$ cat config.mk
export PLATFORM = sky130hd
export DESIGN_NAME = fdc_host_front
export DESIGN_NICKNAME = d
export VERILOG_FILES = /design/src/rtl/fdc_fe_pkg.sv /design/src/rtl/fdc_fe_regs.sv /design/src/rtl/fdc_fe_power.sv /design/src/rtl/fdc_fe_cmd.sv /design/src/rtl/fdc_fe_gap.sv /design/src/rtl/fdc_host_front.sv
export SDC_FILE = /design/constraint.sdc
export NUM_CORES = 1
export LEC_CHECK = 0
export CAP_MARGIN = 20
export CORE_MARGIN = 5
export CORE_UTILIZATION = 46
export DETAILED_ROUTE_END_ITERATION = 10
export PLACE_DENSITY = 0.86
export SKIP_LAST_GASP = 1
export SYNTH_ARGS = -nofsm -noshare
export SYNTH_HDL_FRONTEND = slang
export SYNTH_SLANG_ARGS = --single-unit
$ cat constraint.sdc
create_clock -name clk -period 1.8 [get_ports clk]
set_input_delay 0.18 -clock clk [delete_from_list [all_inputs] [get_ports clk]]
set_output_delay 0.18 -clock clk [all_outputs]
set_load 0.01 [all_outputs]
$ cat src/rtl/fdc_fe_pkg.sv
package fdc_fe_pkg;

   localparam int BUS_W     = 8;
   localparam int CLK_UNITS = 3;

   typedef enum logic [1:0] {
      REG_CTL  = 2'd0,
      REG_RATE = 2'd1,
      REG_STAT = 2'd2,
      REG_DATA = 2'd3
   } reg_sel_e;

   localparam int CTL_RUN_BIT   = 2;
   localparam int CTL_PERP_BIT  = 4;
   localparam int RATE_RST_BIT  = 7;
   localparam int RATE_PD_BIT   = 6;

   localparam logic [1:0]       RATE_FAST      = 2'b11;
   localparam logic [BUS_W-1:0] UNKNOWN_RESULT = 8'h80;

   typedef struct packed {
      logic       ready;
      logic       to_host;
      logic       spare5;
      logic       busy;
      logic [3:0] spare;
   } stat_t;

   function automatic logic op_known(input logic [31:0] mask, input logic [BUS_W-1:0] op);
      return mask[op[4:0]];
   endfunction

endpackage

$ cat src/rtl/fdc_fe_regs.sv
module fdc_fe_regs
   import fdc_fe_pkg::*;
#(
   parameter logic [BUS_W-1:0] CTL_RST  = 8'h04,
   parameter logic [1:0]       RATE_RST = 2'b00
) (
   input  logic             clk,
   input  logic             rst_n,
   input  logic             wr_ctl,
   input  logic             wr_rate,
   input  logic [BUS_W-1:0] wdata,
   output logic [BUS_W-1:0] ctl_q,
   output logic [1:0]       rate_q,
   output logic [3:0]       spare_q,
   output logic             run,
   output logic             perp,
   output logic             srst
);

   always_ff @(posedge clk or negedge rst_n) begin
      if (!rst_n) begin
         ctl_q   <= CTL_RST;
         rate_q  <= RATE_RST;
         spare_q <= '0;
      end else begin
         if (wr_ctl) ctl_q <= wdata;
         if (wr_rate) begin
            rate_q  <= wdata[1:0];
            spare_q <= wdata[5:2];
         end
      end
   end

   assign run  = ctl_q[CTL_RUN_BIT];
   assign perp = ctl_q[CTL_PERP_BIT];
   // soft reset: held while the run bit is low, or pulsed by the rate register
   assign srst = !run || (wr_rate && wdata[RATE_RST_BIT]);

endmodule

$ cat src/rtl/fdc_fe_power.sv
module fdc_fe_power
   import fdc_fe_pkg::*;
#(
   parameter bit REG_ENABLES = 1'b1
) (
   input  logic                 clk,
   input  logic                 rst_n,
   input  logic                 srst,
   input  logic                 pd_req,
   input  logic                 wake,
   output logic                 pd_q,
   output logic [CLK_UNITS-1:0] clk_en
);

   logic pd_d;

   always_comb begin
      if (srst)        pd_d = 1'b0;
      else if (wake)   pd_d = 1'b0;
      else if (pd_req) pd_d = 1'b1;
      else             pd_d = pd_q;
   end

   always_ff @(posedge clk or negedge rst_n) begin
      if (!rst_n) pd_q <= 1'b0;
      else        pd_q <= pd_d;
   end

   for (genvar u = 0; u < CLK_UNITS; u++) begin : g_unit
      if (REG_ENABLES) begin : g_reg
         logic en_q;
         always_ff @(posedge clk or negedge rst_n) begin
            if (!rst_n) en_q <= 1'b1;
            else        en_q <= !pd_d;
         end
         assign clk_en[u] = en_q;
      end else begin : g_comb
         assign clk_en[u] = !pd_q;
      end
   end

endmodule

$ cat src/rtl/fdc_fe_cmd.sv
module fdc_fe_cmd
   import fdc_fe_pkg::*;
#(
   parameter logic [31:0] VALID_MASK = 32'h001F_F7FC
) (
   input  logic             clk,
   input  logic             rst_n,
   input  logic             srst,
   input  logic             wr_data,
   input  logic             rd_data,
   input  logic             rd_stat,
   input  logic [BUS_W-1:0] wdata,
   input  logic             cmd_done,
   output stat_t            stat,
   output logic [BUS_W-1:0] result_q,
   output logic             irq,
   output logic             cmd_start,
   output logic [BUS_W-1:0] cmd_opcode
);

   logic ready_q, dir_q, busy_q;
   logic take, known;

   assign take  = wr_data && ready_q && !dir_q && !busy_q && !srst;
   assign known = op_known(VALID_MASK, wdata);

   always_ff @(posedge clk or negedge rst_n) begin
      if (!rst_n) begin
         ready_q    <= 1'b1;
         dir_q      <= 1'b0;
         busy_q     <= 1'b0;
         result_q   <= '0;
         irq        <= 1'b0;
         cmd_start  <= 1'b0;
         cmd_opcode <= '0;
      end else if (srst) begin
         ready_q   <= 1'b1;
         dir_q     <= 1'b0;
         busy_q    <= 1'b0;
         result_q  <= '0;
         irq       <= 1'b0;
         cmd_start <= 1'b0;
      end else begin
         cmd_start <= take && known;
         if (take && known) begin
            busy_q     <= 1'b1;
            ready_q    <= 1'b0;
            cmd_opcode <= wdata;
         end else if (take) begin
            dir_q    <= 1'b1;
            result_q <= UNKNOWN_RESULT;
         end
         if (rd_data && dir_q) dir_q <= 1'b0;
         if (cmd_done && busy_q) begin
            busy_q  <= 1'b0;
            ready_q <= 1'b1;
            irq     <= 1'b1;
         end else if (rd_stat) begin
            irq <= 1'b0;
         end
      end
   end

   always_comb begin
      stat         = '0;
      stat.ready   = ready_q;
      stat.to_host = dir_q;
      stat.busy    = busy_q;
   end

endmodule

$ cat src/rtl/fdc_fe_gap.sv
module fdc_fe_gap
   import fdc_fe_pkg::*;
#(
   parameter int GAP_W         = 6,
   parameter int FMT_STD       = 22,
   parameter int FMT_PERP_FAST = 41,
   parameter int RW_PERP       = 19,
   parameter int RW_PERP_FAST  = 38
) (
   input  logic             perp,
   input  logic [1:0]       rate,
   output logic [GAP_W-1:0] fmt_len,
   output logic [GAP_W-1:0] rw_len
);

   logic fast;
   assign fast = (rate == RATE_FAST);

   always_comb begin
      fmt_len = GAP_W'(FMT_STD);
      rw_len  = '0;
      if (perp) begin
         rw_len = fast ? GAP_W'(RW_PERP_FAST) : GAP_W'(RW_PERP);
         if (fast) fmt_len = GAP_W'(FMT_PERP_FAST);
      end
   end

endmodule

$ cat src/rtl/fdc_host_front.sv
module fdc_host_front
   import fdc_fe_pkg::*;
#(
   parameter logic [31:0]      VALID_MASK    = 32'h001F_F7FC,
   parameter logic [BUS_W-1:0] CTL_RST       = 8'h04,
   parameter logic [1:0]       RATE_RST      = 2'b00,
   parameter int               GAP_W         = 6,
   parameter int               FMT_STD       = 22,
   parameter int               FMT_PERP_FAST = 41,
   parameter int               RW_PERP       = 19,
   parameter int               RW_PERP_FAST  = 38,
   parameter bit               REG_ENABLES   = 1'b1
) (
   input  logic                 clk,
   input  logic                 rst_n,
   input  logic [1:0]           bus_addr,
   input  logic                 bus_rd,
   input  logic                 bus_wr,
   input  logic [BUS_W-1:0]     bus_wdata,
   output logic [BUS_W-1:0]     bus_rdata,
   output logic [CLK_UNITS-1:0] unit_clk_en,
   output logic                 irq,
   output logic                 cmd_start,
   output logic [BUS_W-1:0]     cmd_opcode,
   input  logic                 cmd_done,
   output logic [GAP_W-1:0]     fmt_gap_len,
   output logic [GAP_W-1:0]     rw_gap_len
);

   localparam int GAP_MAX = (1 << GAP_W) - 1;

   if (GAP_W < 1 || FMT_STD > GAP_MAX || FMT_PERP_FAST > GAP_MAX ||
       RW_PERP > GAP_MAX || RW_PERP_FAST > GAP_MAX) begin : g_bad_gap
      $error("gap lengths do not fit GAP_W");
   end
   if (!CTL_RST[CTL_RUN_BIT]) begin : g_bad_ctl
      $error("control reset value must leave the run bit set");
   end

   logic wr_ctl, wr_rate, wr_data, rd_data, rd_stat, wake;
   logic [BUS_W-1:0] ctl_w, result_w;
   logic [1:0]       rate_w;
   logic [3:0]       spare_w;
   logic             run_w, perp_w, srst_w, pd_w;
   stat_t            stat_w;

   assign wr_ctl  = bus_wr && (bus_addr == REG_CTL);
   assign wr_rate = bus_wr && (bus_addr == REG_RATE);
   assign wr_data = bus_wr && (bus_addr == REG_DATA);
   assign rd_data = bus_rd && (bus_addr == REG_DATA);
   assign rd_stat = bus_rd && (bus_addr == REG_STAT);
   assign wake    = (bus_rd || bus_wr) && bus_addr[1];

   fdc_fe_regs #(.CTL_RST(CTL_RST), .RATE_RST(RATE_RST)) u_regs (
      .clk     (clk),
      .rst_n   (rst_n),
      .wr_ctl  (wr_ctl),
      .wr_rate (wr_rate),
      .wdata   (bus_wdata),
      .ctl_q   (ctl_w),
      .rate_q  (rate_w),
      .spare_q (spare_w),
      .run     (run_w),
      .perp    (perp_w),
      .srst    (srst_w)
   );

   fdc_fe_power #(.REG_ENABLES(REG_ENABLES)) u_power (
      .clk    (clk),
      .rst_n  (rst_n),
      .srst   (srst_w),
      .pd_req (wr_rate && bus_wdata[RATE_PD_BIT]),
      .wake   (wake),
      .pd_q   (pd_w),
      .clk_en (unit_clk_en)
   );

   fdc_fe_cmd #(.VALID_MASK(VALID_MASK)) u_cmd (
      .clk        (clk),
      .rst_n      (rst_n),
      .srst       (srst_w),
      .wr_data    (wr_data),
      .rd_data    (rd_data),
      .rd_stat    (rd_stat),
      .wdata      (bus_wdata),
      .cmd_done   (cmd_done),
      .stat       (stat_w),
      .result_q   (result_w),
      .irq        (irq),
      .cmd_start  (cmd_start),
      .cmd_opcode (cmd_opcode)
   );

   fdc_fe_gap #(
      .GAP_W(GAP_W), .FMT_STD(FMT_STD), .FMT_PERP_FAST(FMT_PERP_FAST),
      .RW_PERP(RW_PERP), .RW_PERP_FAST(RW_PERP_FAST)
   ) u_gap (
      .perp    (perp_w),
      .rate    (rate_w),
      .fmt_len (fmt_gap_len),
      .rw_len  (rw_gap_len)
   );

   always_comb begin
      unique case (bus_addr)
         REG_CTL:  bus_rdata = ctl_w;
         REG_RATE: bus_rdata = {1'b0, pd_w, spare_w, rate_w};
         REG_STAT: bus_rdata = stat_w;
         default:  bus_rdata = result_w;
      endcase
   end

endmodule

======== Word-level counts from Yosys, hierarchy flattened ========
Memories as Yosys holds them, arrays and structs flattened.
Cells that the tools add are included.
cells by class
  order comparisons ....................... 1
  equality and inequality tests ........... 6
  mux-type cells .......................... 26
  bitwise operators ....................... 1
  reduce and logical (&&, ||, !) cells .... 30
operators with widths
  cell                  number
  $mux W6               4
  $mux W8               3
  $pmux W8 S3           1
  $mux W1               18
  $logic_and A1 B1 Y1   15
  $reduce_bool A3 Y1    3
  $eq A2 B2 Y1 const B  3
  $lt A5 B6 Y1 const B  1
  $reduce_and A2 Y1     3
  $logic_not A1 Y1      5
  $ne A3 B2 Y1 const B  1
  $eq A2 B1 Y1 const B  1
  $logic_not A2 Y1      1
  $logic_or A1 B1 Y1    2
  $ne A2 B1 Y1 const B  1
  $reduce_bool A2 Y1    1
  $not A1 Y1            1
word-level totals
  register bits ........................... 37
  memory bits (read-only) ................. 32
  input port bits ......................... 15
  word-level logic and storage cells ...... 77
  memories ................................ 1
memory list
  name              words  width  read ports  clocked after Yosys merged registers in  wr ports  RTL line          text
  (name not given)  32     1      1           0                                        0         fdc_fe_pkg.sv:30  return mask[op[4:0]];

======== Logic depth before layout (Yosys ltp) ========
  depth in word-level cells ............... 10
  gate-level depth with buffers ........... 5
  depth with buffers taken out ............ 4

======== Cells and area by module ========
Synthesis repeated with hierarchy kept, for this count alone.
unflattened totals
  cells, all modules ...................... 134
  area total of the unflattened synthesis .. 1,784.2 sq um
by module, submodules not included
  module          times used  cells each  area each (sq um)  sequential area each (sq um)
  fdc_fe_cmd      1           60          713.2              351.6
  fdc_fe_regs     1           33          609.3              351.6
  fdc_host_front  1           20          275.3              0.0
  fdc_fe_gap      1           13          93.8               0.0
  fdc_fe_power    1           8           92.6               51.3

======== Worst setup path after synthesis ========
OpenSTA, ideal clock, no wires.
  kind .................................... flip-flop to flip-flop
  start ................................... register u_cmd.ready_q
  end ..................................... register u_cmd.cmd_opcode[0]
  library setup time ...................... 0.125 ns
  arrival ................................. 1.377 ns
  required time ........................... 1.675 ns
  slack ................................... 0.298 ns
  cell stages (with the launch flop) ...... 5
  buffers on the path ..................... 0
  cells stage by stage .................... dfstp_2 -> nand4b_2 -> nor3b_4 -> nand4_4 -> mux2_2
between the ends
  longest elaborated chain between the ends .. 6
ends and longest elaborated chain
  item                               RTL line          text
  start: declaration                 fdc_fe_cmd.sv:21  logic ready_q, dir_q, busy_q;
  start signal: assignment           fdc_fe_cmd.sv:29  ready_q <= 1'b1;
  start signal: assignment           fdc_fe_cmd.sv:37  ready_q <= 1'b1;
  start signal: assignment           fdc_fe_cmd.sv:47  ready_q <= 1'b0;
  $logic_and A1 B1 Y1 (4 in series)  fdc_fe_cmd.sv:24  assign take = wr_data && ready_q && !dir_q && !busy_q && !srst;
  $logic_and A1 B1 Y1                fdc_fe_cmd.sv:45  if (take && known) begin
  $reduce_and A2 Y1 (no line)        -
  end signal: assignment             fdc_fe_cmd.sv:48  cmd_opcode <= wdata;
  end: declaration                   fdc_fe_cmd.sv:18  output logic [BUS_W-1:0] cmd_opcode
Every way passes these cells.
A chain may end at the register's enable or synchronous reset.

======== Final worst setup path ========
  start ................................... input port bus_addr[1]
  end ..................................... output port bus_rdata[5]
between the ends
  longest elaborated chain between the ends .. 2
  elaborated cells between the ends (all ways) .. 4
  classes of those cells .................. eq/ne: 2; mux: 1; reduce/logical: 1
ends and longest elaborated chain
  item                                  RTL line               text
  start: declaration                    fdc_host_front.sv:16   input logic [1:0] bus_addr,
  $eq A2 B2 Y1 (tied with other cells)  fdc_host_front.sv:105  unique case (bus_addr)
  $pmux W8 S3 *                         fdc_host_front.sv:105
  end: declaration                      fdc_host_front.sv:20   output logic [BUS_W-1:0] bus_rdata,
Every way passes the cells marked *; elsewhere a longest branch is shown, timed or not.

==> impl_metrics.ini <==
[timing]
fin_hold_ws_ps = 224
timing.final.crit_share = 0.963
hold_violations = 0
finClkSkew_ps = 3.28
slew_violations = 0
fin_crit_ps = 1730
setup_viol = 0
setup_tns_ps = 0
clock.fmax_ghz = 0.577
rsz0062_at_grt = no

[global_route]
grt_busiest_layer = met2
gr-total-overflow = 0
grt_use_met2 = 0.274
grtUsageMet1 = 0.208
grt_use_total = 0.171
grt_max_degree = 31
antenna_found_initial = 0
use_met3 = 0.0608
grt_pass1_vias = 1216
grt_pass1_wl_um = 5750

[placed_design]
io_buffers = 46
dpl-instance-area_mm2 = 0.00213
place.gp.congestion = 0.827
hpwl_um = 2850

[die]
io_pins = 48
fp.dieW_um = 68.1
start_util = 0.468
die_y_um = 68.1
core_mm2 = 0.00331
dieArea_mm2 = 0.00463
num_rows = 21

[clock_tree]
clkTransAtPathRegs_ps = 90
cts_tree = built
cts.sink_count = 30
clk-insertion-delay-late_ps = 330
clockBufferDepth = 2
cts-root-buf = clkbuf_4
cts_htree_levels = 2
cts_buffers = 5

[detailed_routing]
routedWlPerCell_um = 15.4
vias = 1231
antenna_left = 0
via_per_inst = 5.07
detail_route.first_pass.iterations = 4
wl_um = 3750
remaining_drc_errors = 0
drt_iter0_drc = 68

[synthesis]
synth_cells = 134
synth_top_flop_cell = dfrtp_1
synth_seq_area_share = 0.487
ys_types = 34
synth-edff-count = 0
synth_largest_area_cell = dfrtp_1
synth-async-reset-ratio = 1.00
synth_top_area_share = 0.436
yosysWarnings = 0
synth_area_per_cell_um2 = 11.6
ys_ff_latch = 30
synthesis.nets = 149
syn_area_mm2 = 0.00155
synth_area_leaders = dfrtp_1, mux2_2, buf_4, mux2i_1, dfstp_2

[pwr]
p_int_mw = 1.52
power.density_mw_per_mm2 = 948
switching_share = 0.285
seqPwrFrac = 0.429
combPwrFrac = 0.334
p_sw_mw = 0.608
leakage_nw = 1.07
clockPowerShare = 0.237
ir_drop_mv = 0.526

[finish]
fin_area_mm2 = 0.00225
final_cell_mix = clkdlybuf4s50_1, dfrtp_1, buf_4
n_antenna_cell = 0
post-route-util = 0.678
mostFrequentLayoutCell = clkdlybuf4s50_1
area_growth_pct = 44.9
nets = 211
layout-drive-gt1-share = 0.355

[worst_setup_path]
critPathKind = in2out
arrival_ps = 1550
crit_required_ps = 1620
path_max_fanout = 12
worstSetupEndpointType = primary output
startpoint_type = input port

[run]
drv_cap = 0

[worst_hold_path]
min_path_type = in2async

[status]
status = complete, no violations
## per-layer routing
layer / vias to the layer above / part of all wire
li1: 583 / -
met1: 615 / 0.43
met2: 27 / 0.51
met3: 6 / 0.046
met4: 0 / 0.014
met5: - / 0
## stage by stage
step | worst slack, ps | std cells | power (mW)
3_5_place_dp | -141 | 233 | 1.64
4_1_cts | 0.523 | 242 | 2.14
6_report | 67.5 | 243 | 2.13
5_1_grt | 7.73 | 243 | 2.23
3_3_place_gp | -60.1 | 233 | 1.60
2_1_floorplan | 298 | 134 | 1.24
## worst max-delay path, stage by stage
cell and delay, ps:
clkdlybuf4s50_1 420, buf_6 160, buf_4 140, nor2_1 110, clkdlybuf4s50_1 550
## cell type report
type / count / area, um2
fill: 265 / 1060
multi-input combinational: 82 / 669
clock buffer: 8 / 78.8
timing repair buffer: 72 / 666
sequential: 30 / 756
tap: 46 / 57.6
inverter: 5 / 18.8
## worst paths after layout
| kind | slack [ps] | endpoint | cells past startpoint | start |
|---|---|---|---|---|
| max | 70 | bus_rdata[5] | 5 | bus_addr[1] |
| min | 220 | u_cmd.irq$_DFFE_PN0P_ | 2 | rst_n |
| max reg2reg | 170 | u_cmd.cmd_opcode[1]$_DFFE_PN0P_ | 4 | u_cmd.ready_q$_DFFE_PN1P_ |
| min reg2reg | 510 | u_regs.ctl_q[6]$_DFFE_PN0P_ | 1 | u_regs.ctl_q[6]$_DFFE_PN0P_ |
| max in group asynchronous | 1260 | u_regs.ctl_q[2]$_DFFE_PN1P_ | 2 | rst_n |
| min in group clk | 480 | u_cmd.irq$_DFFE_PN0P_ | 3 | cmd_done |
## sequential cells by signal (all words and copies together), names as in the netlist
signal and cells:
u_cmd.cmd_opcode 8, u_regs.ctl_q 8, u_regs.spare_q 4, u_regs.rate_q 2, u_cmd.busy_q 1, u_cmd.cmd_start 1, u_cmd.dir_q 1, u_cmd.irq 1
u_cmd.ready_q 1, u_cmd.result_q 1, u_power.g_unit.g_reg.en_q 1, u_power.pd_q 1
## logic make-up after synthesis
group	count (synthesis)	synth area share
buffers and inverters	22	0.0864
other	1	0.00242
multiplexers	30	0.211
AND/OR/NAND/NOR	30	0.130
flip-flops	30	0.487
AO/OA/AOI/OAI	21	0.0831
## power by group through the flow
| stage | Clock [mW] | Combinational [mW] | Sequential [mW] |
|---|---|---|---|
| 2_1_floorplan | 0 | 0.305 | 0.933 |
| 3_3_place_gp | 0 | 0.693 | 0.911 |
| 3_5_place_dp | 0 | 0.714 | 0.923 |
| 4_1_cts | 0.511 | 0.716 | 0.909 |
| 5_1_grt | 0.533 | 0.767 | 0.927 |
| 6_report | 0.505 | 0.712 | 0.913 |
## what timing repair did
item / in CTS / in global routing
gates resized for setup: 7 / 9
endpoints found under the hold margin: 0 / 0
buffers inserted: 1 / 1
hold buffers: 0 / 0
endpoints found under the setup margin: 15 / 7
## synth_stat cells, types with 3 or more instances
cell,n
dfstp_2,3
buf_4,13
a21oi_1,5
o21ai_0,7
dfrtp_1,27
nand2_1,6
inv_1,5
mux2i_1,8
nand3_1,3
nor2_1,8
mux2_2,22
Note: power is estimated with default switching activity, not from simulation.
